--- src/rtl/axb_pkg.sv ---
package axb_pkg;
  localparam int HOST_W = 16;
  localparam int BUS_W  = 2 * HOST_W;
  localparam int NEV    = 5;

  // host register indices (software decodes these)
  localparam logic [2:0] RI_STAT = 3'd0;
  localparam logic [2:0] RI_CTL  = 3'd1;
  localparam logic [2:0] RI_ADL  = 3'd2;
  localparam logic [2:0] RI_ADH  = 3'd3;
  localparam logic [2:0] RI_WDL  = 3'd4;
  localparam logic [2:0] RI_WDH  = 3'd5;
  localparam logic [2:0] RI_RDL  = 3'd6;
  localparam logic [2:0] RI_RDH  = 3'd7;

  // status bit positions; event i lives at EV_LO + i
  localparam int EV_LO     = 11;
  localparam int SB_RAVAIL = 7;
  localparam int SB_BUSY   = 6;
  localparam int SB_INIT   = 5;

  // event order inside the 5-bit vector
  localparam int EVI_XIRQ = 0;
  localparam int EVI_ERR  = 1;
  localparam int EVI_TMO  = 2;
  localparam int EVI_WOK  = 3;
  localparam int EVI_ROK  = 4;

  function automatic logic cmd_valid(input logic [3:0] c);
    return c[3:2] == 2'b10;
  endfunction

  function automatic logic cmd_is_read(input logic [3:0] c);
    return c[1];
  endfunction

  function automatic logic cmd_incr(input logic [3:0] c);
    return c[0];
  endfunction

  function automatic logic resp_bad(input logic [1:0] r);
    return r[1];
  endfunction

  function automatic logic [BUS_W-1:0] bump_addr(input logic [BUS_W-1:0] a);
    return a + BUS_W'(4);
  endfunction
endpackage

--- src/rtl/axb_xfer.sv ---
module axb_xfer #(
  parameter int AW      = 32,
  parameter int DW      = 32,
  parameter int TIMEOUT = 256
) (
  input  logic          clk,
  input  logic          rst_n,
  input  logic          start,
  input  logic          start_rd,
  input  logic [AW-1:0] addr_i,
  input  logic [DW-1:0] wdata_i,
  output logic [AW-1:0] awaddr,
  output logic          awvalid,
  input  logic          awready,
  output logic [DW-1:0] wdata,
  output logic          wvalid,
  input  logic          wready,
  input  logic [1:0]    bresp,
  input  logic          bvalid,
  output logic          bready,
  output logic [AW-1:0] araddr,
  output logic          arvalid,
  input  logic          arready,
  input  logic [1:0]    rresp,
  input  logic          rvalid,
  output logic          rready,
  output logic          busy,
  output logic          ev_rok,
  output logic          ev_wok,
  output logic          ev_err,
  output logic          ev_tmo
);
  import axb_pkg::*;

  localparam int CW = $clog2(TIMEOUT + 1);

  typedef enum logic [2:0] {S_IDLE, S_WADDR, S_WRESP, S_RADDR, S_RDATA} st_t;

  st_t           st_q;
  logic [CW-1:0] cnt_q;
  logic          awv_q, wv_q, arv_q;

  logic aw_hs, w_hs, ar_hs, resp_hs, aw_left, w_left;
  logic [1:0] resp_code;

  assign awaddr  = addr_i;
  assign araddr  = addr_i;
  assign wdata   = wdata_i;
  assign awvalid = awv_q;
  assign wvalid  = wv_q;
  assign arvalid = arv_q;
  assign bready  = (st_q == S_WRESP);
  assign rready  = (st_q == S_RDATA);
  assign busy    = (st_q != S_IDLE);

  assign aw_hs   = awv_q & awready;
  assign w_hs    = wv_q & wready;
  assign ar_hs   = arv_q & arready;
  assign aw_left = awv_q & ~aw_hs;
  assign w_left  = wv_q & ~w_hs;

  assign resp_hs   = (bready & bvalid) | (rready & rvalid);
  assign resp_code = rready ? rresp : bresp;

  assign ev_rok = resp_hs & rready & ~resp_bad(resp_code);
  assign ev_wok = resp_hs & bready & ~resp_bad(resp_code);
  assign ev_err = resp_hs & resp_bad(resp_code);
  assign ev_tmo = busy & ~resp_hs & (cnt_q == CW'(TIMEOUT - 1));

  always_ff @(posedge clk or negedge rst_n) begin
    if (!rst_n) begin
      st_q  <= S_IDLE;
      cnt_q <= '0;
      awv_q <= 1'b0;
      wv_q  <= 1'b0;
      arv_q <= 1'b0;
    end else if (st_q == S_IDLE) begin
      if (start) begin
        cnt_q <= '0;
        if (start_rd) begin
          arv_q <= 1'b1;
          st_q  <= S_RADDR;
        end else begin
          awv_q <= 1'b1;
          wv_q  <= 1'b1;
          st_q  <= S_WADDR;
        end
      end
    end else if (ev_tmo) begin
      st_q  <= S_IDLE;
      awv_q <= 1'b0;
      wv_q  <= 1'b0;
      arv_q <= 1'b0;
    end else begin
      cnt_q <= cnt_q + CW'(1);
      case (st_q)
        S_WADDR: begin
          if (aw_hs) awv_q <= 1'b0;
          if (w_hs)  wv_q  <= 1'b0;
          if (!aw_left && !w_left) st_q <= S_WRESP;
        end
        S_WRESP: if (bvalid) st_q <= S_IDLE;
        S_RADDR: if (ar_hs) begin
          arv_q <= 1'b0;
          st_q  <= S_RDATA;
        end
        S_RDATA: if (rvalid) st_q <= S_IDLE;
        default: st_q <= S_IDLE;
      endcase
    end
  end

  AST_ONE_OUTCOME: assert property (@(posedge clk) disable iff (!rst_n)
    $onehot0({ev_rok, ev_wok, ev_err, ev_tmo}));
  AST_AW_HOLD: assert property (@(posedge clk) disable iff (!rst_n)
    (awvalid && !awready && !ev_tmo) |=> awvalid);
  AST_AR_HOLD: assert property (@(posedge clk) disable iff (!rst_n)
    (arvalid && !arready && !ev_tmo) |=> arvalid);
  AST_ONE_CHANNEL: assert property (@(posedge clk) disable iff (!rst_n)
    !(arvalid && (awvalid || wvalid)));
  AST_END_IDLE: assert property (@(posedge clk) disable iff (!rst_n)
    (ev_rok || ev_wok || ev_err || ev_tmo) |=> !busy);
  AST_TMO_RANGE: assert property (@(posedge clk) disable iff (!rst_n)
    busy |-> (cnt_q < CW'(TIMEOUT)));
endmodule

--- src/rtl/axb_events.sv ---
module axb_events #(
  parameter int N = 5
) (
  input  logic         clk,
  input  logic         rst_n,
  input  logic [N-1:0] set_i,
  input  logic [N-1:0] en_i,
  input  logic [N-1:0] clr_i,
  output logic [N-1:0] st_o,
  output logic         irq_o
);
  logic [N-1:0] st_q;

  for (genvar i = 0; i < N; i++) begin : g_ev
    always_ff @(posedge clk or negedge rst_n) begin
      if (!rst_n)                    st_q[i] <= 1'b0;
      else if (set_i[i] && en_i[i])  st_q[i] <= 1'b1;
      else if (clr_i[i])             st_q[i] <= 1'b0;
    end

    AST_STICKY: assert property (@(posedge clk) disable iff (!rst_n)
      (st_q[i] && !clr_i[i]) |=> st_q[i]);
    AST_GATED: assert property (@(posedge clk) disable iff (!rst_n)
      (!st_q[i] && !en_i[i]) |=> !st_q[i]);
  end

  assign st_o  = st_q;
  assign irq_o = |(st_q & en_i);
endmodule

--- src/rtl/axb_bridge.sv ---
module axb_bridge #(
  parameter int TIMEOUT     = 256,
  parameter int INIT_CYCLES = 16
) (
  input  logic        clk,
  input  logic        rst_n,
  input  logic        host_we,
  input  logic [2:0]  host_addr,
  input  logic [15:0] host_wdata,
  output logic [15:0] host_rdata,
  input  logic        xirq_i,
  output logic        irq_o,
  output logic [31:0] m_axi_awaddr,
  output logic [2:0]  m_axi_awprot,
  output logic        m_axi_awvalid,
  input  logic        m_axi_awready,
  output logic [31:0] m_axi_wdata,
  output logic [3:0]  m_axi_wstrb,
  output logic        m_axi_wvalid,
  input  logic        m_axi_wready,
  input  logic [1:0]  m_axi_bresp,
  input  logic        m_axi_bvalid,
  output logic        m_axi_bready,
  output logic [31:0] m_axi_araddr,
  output logic [2:0]  m_axi_arprot,
  output logic        m_axi_arvalid,
  input  logic        m_axi_arready,
  input  logic [31:0] m_axi_rdata,
  input  logic [1:0]  m_axi_rresp,
  input  logic        m_axi_rvalid,
  output logic        m_axi_rready
);
  import axb_pkg::*;

  localparam int IW = $clog2(INIT_CYCLES + 1);

  logic [NEV-1:0]    en_q, ev_set, ev_clr, ev_st;
  logic [BUS_W-1:0]  addr_q, wd_q, rd_q;
  logic              inc_q, ravail_q, init_q;
  logic [IW-1:0]     init_cnt;
  logic              busy, ev_rok, ev_wok, ev_err, ev_tmo;
  logic              wr_stat, wr_ctl, start, inc_fire, reg_open;
  logic [3:0]        cmd;
  logic [HOST_W-1:0] stat_w;

  // named internal events
  assign cmd      = host_wdata[3:0];
  assign wr_stat  = host_we && (host_addr == RI_STAT);
  assign wr_ctl   = host_we && (host_addr == RI_CTL);
  assign start    = wr_ctl && cmd_valid(cmd) && !busy;
  assign reg_open = host_we && !busy;
  assign inc_fire = (ev_rok || ev_wok) && inc_q;

  assign m_axi_awprot = 3'b000;
  assign m_axi_arprot = 3'b000;
  assign m_axi_wstrb  = 4'hF;

  always_ff @(posedge clk or negedge rst_n) begin
    if (!rst_n) begin
      en_q     <= '0;
      addr_q   <= '0;
      wd_q     <= '0;
      rd_q     <= '0;
      inc_q    <= 1'b0;
      ravail_q <= 1'b0;
    end else begin
      if (wr_ctl) en_q <= host_wdata[EV_LO +: NEV];
      if (start) begin
        inc_q    <= cmd_incr(cmd);
        ravail_q <= 1'b0;
      end
      if (ev_rok) begin
        rd_q     <= m_axi_rdata;
        ravail_q <= 1'b1;
      end
      if (inc_fire) addr_q <= bump_addr(addr_q);
      if (reg_open) begin
        case (host_addr)
          RI_ADL: addr_q[HOST_W-1:0]      <= host_wdata;
          RI_ADH: addr_q[BUS_W-1:HOST_W]  <= host_wdata;
          RI_WDL: wd_q[HOST_W-1:0]        <= host_wdata;
          RI_WDH: wd_q[BUS_W-1:HOST_W]    <= host_wdata;
          default: ;
        endcase
      end
    end
  end

  always_ff @(posedge clk or negedge rst_n) begin
    if (!rst_n) begin
      init_cnt <= '0;
      init_q   <= 1'b0;
    end else if (!init_q) begin
      if (init_cnt == IW'(INIT_CYCLES - 1)) init_q <= 1'b1;
      else                                  init_cnt <= init_cnt + IW'(1);
    end
  end

  axb_xfer #(.AW(BUS_W), .DW(BUS_W), .TIMEOUT(TIMEOUT)) u_xfer (
    .clk      (clk),
    .rst_n    (rst_n),
    .start    (start),
    .start_rd (cmd_is_read(cmd)),
    .addr_i   (addr_q),
    .wdata_i  (wd_q),
    .awaddr   (m_axi_awaddr),
    .awvalid  (m_axi_awvalid),
    .awready  (m_axi_awready),
    .wdata    (m_axi_wdata),
    .wvalid   (m_axi_wvalid),
    .wready   (m_axi_wready),
    .bresp    (m_axi_bresp),
    .bvalid   (m_axi_bvalid),
    .bready   (m_axi_bready),
    .araddr   (m_axi_araddr),
    .arvalid  (m_axi_arvalid),
    .arready  (m_axi_arready),
    .rresp    (m_axi_rresp),
    .rvalid   (m_axi_rvalid),
    .rready   (m_axi_rready),
    .busy     (busy),
    .ev_rok   (ev_rok),
    .ev_wok   (ev_wok),
    .ev_err   (ev_err),
    .ev_tmo   (ev_tmo)
  );

  always_comb begin
    ev_set           = '0;
    ev_set[EVI_XIRQ] = xirq_i;
    ev_set[EVI_ERR]  = ev_err;
    ev_set[EVI_TMO]  = ev_tmo;
    ev_set[EVI_WOK]  = ev_wok;
    ev_set[EVI_ROK]  = ev_rok;
  end

  assign ev_clr = wr_stat ? host_wdata[EV_LO +: NEV] : '0;

  axb_events #(.N(NEV)) u_events (
    .clk   (clk),
    .rst_n (rst_n),
    .set_i (ev_set),
    .en_i  (en_q),
    .clr_i (ev_clr),
    .st_o  (ev_st),
    .irq_o (irq_o)
  );

  always_comb begin
    stat_w                 = '0;
    stat_w[EV_LO +: NEV]   = ev_st;
    stat_w[SB_RAVAIL]      = ravail_q;
    stat_w[SB_BUSY]        = busy;
    stat_w[SB_INIT]        = init_q;
    case (host_addr)
      RI_STAT: host_rdata = stat_w;
      RI_CTL:  host_rdata = {en_q, {(HOST_W - NEV){1'b0}}};
      RI_ADL:  host_rdata = addr_q[HOST_W-1:0];
      RI_ADH:  host_rdata = addr_q[BUS_W-1:HOST_W];
      RI_WDL:  host_rdata = wd_q[HOST_W-1:0];
      RI_WDH:  host_rdata = wd_q[BUS_W-1:HOST_W];
      RI_RDL:  host_rdata = rd_q[HOST_W-1:0];
      default: host_rdata = rd_q[BUS_W-1:HOST_W];
    endcase
  end

  AST_POSTINC: assert property (@(posedge clk) disable iff (!rst_n)
    inc_fire |=> (addr_q == $past(addr_q) + 32'd4));
  AST_ADDR_FROZEN: assert property (@(posedge clk) disable iff (!rst_n)
    (busy && !inc_fire) |=> $stable(addr_q));
  AST_WDATA_FROZEN: assert property (@(posedge clk) disable iff (!rst_n)
    busy |=> $stable(wd_q));
endmodule

--- config.mk ---
export PLATFORM = sky130hd
export DESIGN_NAME = axb_bridge
export DESIGN_NICKNAME = d
export VERILOG_FILES = /design/src/rtl/axb_pkg.sv /design/src/rtl/axb_xfer.sv /design/src/rtl/axb_events.sv /design/src/rtl/axb_bridge.sv
export SDC_FILE = /design/constraint.sdc
export NUM_CORES = 1
export LEC_CHECK = 0
export BUFFER_PORTS_ARGS = -buffer_cell sky130_fd_sc_hd__buf_2
export CELL_PAD_IN_SITES_DETAIL_PLACEMENT = 0
export CELL_PAD_IN_SITES_GLOBAL_PLACEMENT = 1
export CORE_MARGIN = 1
export CORE_UTILIZATION = 40
export CTS_CLUSTER_DIAMETER = 40
export CTS_CLUSTER_SIZE = 24
export DETAILED_ROUTE_END_ITERATION = 6
export HOLD_SLACK_MARGIN = 0.1
export PLACE_DENSITY_LB_ADDON = 0.1
export SYNTH_ARGS = -nofsm -noshare
export SYNTH_HDL_FRONTEND = slang
export SYNTH_SLANG_ARGS = --single-unit
--- constraint.sdc ---
create_clock -name clk -period 2.5 [get_ports clk]
set_clock_uncertainty 0.1 [all_clocks]
set_input_delay 0.375 -clock clk [delete_from_list [all_inputs] [get_ports clk]]
set_output_delay 0.375 -clock clk [all_outputs]
set_load 0.05 [all_outputs]
==> reports/metrics.sh <==
INSERTION_DELAY_NS=0.42
TIMING.CRITICAL_PATH.FROM_TYPE='flop'
SYNTHADDERAREAFRAC_PCT=0.862
CLOCK_TREE.BUFFER_DEPTH=2
SYNTHTOPCELLSBYAREA='dfrtp_1 44%, nand2_1 8.0%, mux2_2 7.1%, buf_4 4.6%, xnor2_1 3.0%'
CLOCK-ROOT-BUFFER='clkbuf_16'
CTS.SINK_COUNT=129
DRT-TOTAL-WL_UM=24500
SHARE_SEQ_OF_TOTAL_POWER_PCT=33.6
CRIT_PATH_LEADING_DELAY_FAMILY='compound AO/OA/AOI/OAI gates'
SYNTH_TOP_CELL_BY_AREA='dfrtp_1'
IOS=192
YOSYS-TOP-CELLS-COUNT='154 x nand2_1, 129 x dfrtp_1, 46 x mux2_2, 46 x nor2_1, 44 x buf_4'
POST_ROUTE_CELLS_DRIVE_ABOVE_1_SHARE_PCT=33.8
WORST_SLACK_NS=0.0548
YOSYS_WARNINGS=0
CRIT_REQUIRED_NS=2.03
WORSTPATHBUFFERINVERTERCOUNT=1
FLOORPLAN.DIE_AREA_MM2=0.0187
SYNTHESIS.AREA_MM2=0.00726
SYNTH_FF_TYPE='dfrtp_1'
CTS_BUFFERS=17
PATH_CELLS='a221oi_1 -> a21oi_1 -> o22a_1 -> buf_2'
SLEW_HEADROOM_PCT=50.3
YS_TYPES=60
INITIALDRTVIOLATIONCOUNT=482
SYNTH_ENABLE_FLOP_CELLS=0
HOLDCRITPATHCLASS='in2reg'
CRIT_PATH_MAX_INCR_DELAY_NS=0.54
DIE_H_UM=137
ANT_NETS=0
PRE_CTS_SLACK_NS=0.0202
SYNTH-XOR-AREA-SHARE_PCT=3.62
STATUS='finished clean'
TIMING_WORST_SETUP_PATH_TYPE='reg2out'
NUM-NETS-FINAL=1052
PLACEABLECOREAREA_MM2=0.0175
NUMBER_OF_ANTENNA_VIOLATIONS_AT_THE_FIRST_CHECK_IN_GLOBAL_ROUTING=0
SYNTH_LARGEST_TYPE_AREA_FRACTION_PCT=44.5
SYNTHESIZED_INSTANCE_COUNT=774
SYNTHARSTFLOPSHARE_PCT=100
CLOCK_TREE.HTREE_LEVEL_COUNT=4
SYNTH_SEQUENTIAL_AREA_RATIO_PCT=44.5
CATEGORY_OF_THE_WORST_SETUP_PATH_CAPTURE_POINT='output port'
SYNTHSIMPLEGATEAREAFRAC_PCT=18.7
DIE-WIDTH_UM=137
RSZ0062_AT_GRT='no'
GRT_START_MAX_NET_PINS=130
POST_DRT_VIA_CELL_RATIO=5.52
GRT_PASS1_WL_UM=37200
FIRST_GLOBAL_VIAS=6480
PORT-BUFFER-COUNT=179
TRITONCTS_CLOCK_TREE='yes'
CLKPWRFRAC_PCT=30.9
POSTCTSSETUPREPAIRBUFS=0
FINAL_MAX_SLEW_VIOL_COUNT=0
INITIAL_DRT_PASS_ITERATIONS=5
INTERNAL-POWER_uW=4840
SHARE_COMB_OF_TOTAL_POWER_PCT=35.5
TIMING.FINAL.SETUP_VIOLATIONS=0
POWER.IR.VDD_WORST_mV=0.519
YOSYS_REGISTER_BITS=129
TOTAL_INSERTED_ANTENNA_CELLS=0
FINALWORSTPATHREQUIREDPERIOD_NS=2.45
POST_DRT_WL_PER_CELL_UM=20.1
FMAXACHIEVABLE_MHz=409
POWER_PER_CELL_AREA_mW_PER_MM2=878
NUMBER_OF_PLACEMENT_ROWS=48
CRITPATHARRIVALTIME_NS=1.97
AREA_GROWTH_SYN_TO_LAYOUT_PCT=30.3
WORST_PIN_SLEW_NS=0.745
OVERFLOW=0
GROUTE.USAGE.OVERALL_PCT=27.0
SWITCHING_SHARE_PCT=41.7
POST-DP-HPWL_UM=17900
GP_ROUTABILITY_CONGESTION=0.899
DOMINANT_COMBINATIONAL_CELL_FAMILY_BY_AREA_AFTER_SYNTHESIS='simple AND/OR/NAND/NOR gates'
POWER.LEAKAGE_uW=0.00437
YOSYS.CELL_COUNT.TOP_TYPE='nand2_1'
SYNTH_COMPOUND_GATE_AREA_SHARE_PCT=15.8
HOLD_VIOLATIONS=0
TIMING.CRITICAL_PATH.FANOUT_MAX=8
VIAS=6745
START_UTIL_PCT=41.5
SYNTH_MUX_AREA_SHARE_PCT=9.03
SWITCHING_COMPONENT_OF_THE_POWER_uW=3470
DRCVIOLATIONCOUNT=0
POST_SYNTH.CELL_AREA_AVG_UM2=9.38
CLKSLEWWORSTSETUPHOLDPATHS_NS=0.06
TOTALNEGATIVESETUPSLACK_NS=0
CAP_VIOL_MAX_COUNT=0
SLOWEST_STAGE='a221oi_1'
FIN_CRIT_SH_PCT=97.8
## routing by layer
metal | track usage, % | routed length, µm
met1 | 36.1 | 10500
met5 | 0 | 0
met3 | 5.33 | 1670
met4 | 9.44 | 630
met2 | 43.4 | 11700
## worst register-to-register path, delay by kind of cell (launching register included)
| family | cells | cell delay [ns] |
|---|---|---|
| flops | 1 | 0.42 |
| buf+inv | 1 | 0.17 |
| fa+ha+maj | 2 | 0.49 |
| simple gates | 4 | 0.70 |
| compound gates | 2 | 0.31 |
## cell usage in the layout (no fill, tap or decap), drive strengths merged, types with 8 or more instances in the layout
cell and count:
nand3 18, a2111oi 9, a22oi 10, nand2 154, nor2b 10, clkbuf 24
a221oi 8, nor2 46, dlygate4sd3 33, a31oi 13, conb 10, xnor2 25
a211oi 14, mux2 46, and3 9, dfrtp 129, o21ai 39, a21oi 40
inv 15, nand4 11, buf 230
## worst paths after layout
check | slack [ns] | startpoint | to | cells past startpoint
max reg2reg | 0.17 | u_xfer.cnt_q[0]$_DFFE_PN0P_ | u_xfer.cnt_q[2]$_DFFE_PN0P_ | 9
max in group asynchronous | 1.22 | rst_n | addr_q[3]$_DFF_PN0_ | 3
max | 0.05 | addr_q[11]$_DFF_PN0_ | host_rdata[11] | 4
min in group asynchronous | 0.50 | rst_n | init_cnt[2]$_DFFE_PN0P_ | 3
min reg2reg | 0.36 | init_cnt[3]$_DFFE_PN0P_ | init_cnt[3]$_DFFE_PN0P_ | 1
min | 0.12 | host_wdata[7] | addr_q[23]$_DFF_PN0_ | 3
## per-stage QoR
step	utilization (%)	cells	hold slack [ns]	instance area (µm²)	total power [µW]
2_1_floorplan	-	782	-0.0206	7360	4930
4_1_cts	54.0	1221	0.110	9430	8350
6_report	54.1	1221	0.125	9460	8300
5_1_grt	54.1	1221	0.113	9460	8650
3_5_place_dp	48.5	1156	0.360	8480	5720
3_3_place_gp	48.5	1156	0.353	8480	5670
## power groups by stage
stage	combinational (µW)	clock, µW	sequential (µW)
after global routing	3110	2720	2820
after CTS	2950	2610	2780
after global placement	2870	0	2800
after detailed placement	2900	0	2820
after floorplan	1400	0	3530
final	2950	2570	2790
## logic make-up (layout without fill, tap and decap cells)
logic type,after synthesis,after routing
buffers and inverters,97,311
multiplexers,56,56
other,2,10
flip-flops,129,129
AND/OR/NAND/NOR,287,287
XOR/XNOR,30,30
AO/OA/AOI/OAI,168,168
adder cells (fa/ha/maj),5,5
## area by class of cell
type	instances	area [µm²]
Clock buffer	23	478
Multi-Input combinational cell	556	3630
Tap cell	225	282
Timing Repair Buffer	264	1650
Clock inverter	9	129
Inverter	15	56.3
Fill cell	1642	8020
Sequential cell	129	3230
## timing repair
item / 4_1_cts / 5_1_grt
hold buffers: 33 / 0
gates resized for setup: 4 / 6
endpoints found under the setup margin: 1 / 5
endpoints found under the hold margin: 161 / 0
pin swaps: 2 / 1
## sequential cells by signal, summed over array words and instances, names as in the netlist
signal	cells
inc_q	1
en_q	5
wd_q	32
u_xfer.arvalid	1
ravail_q	1
addr_q	32
rd_q	32
u_xfer.cnt_q	9
u_events.st_o	5
u_xfer.wvalid	1
init_q	1
u_xfer.st_q	3
init_cnt	5
u_xfer.awvalid	1
Power figures use the tool's default switching activity.
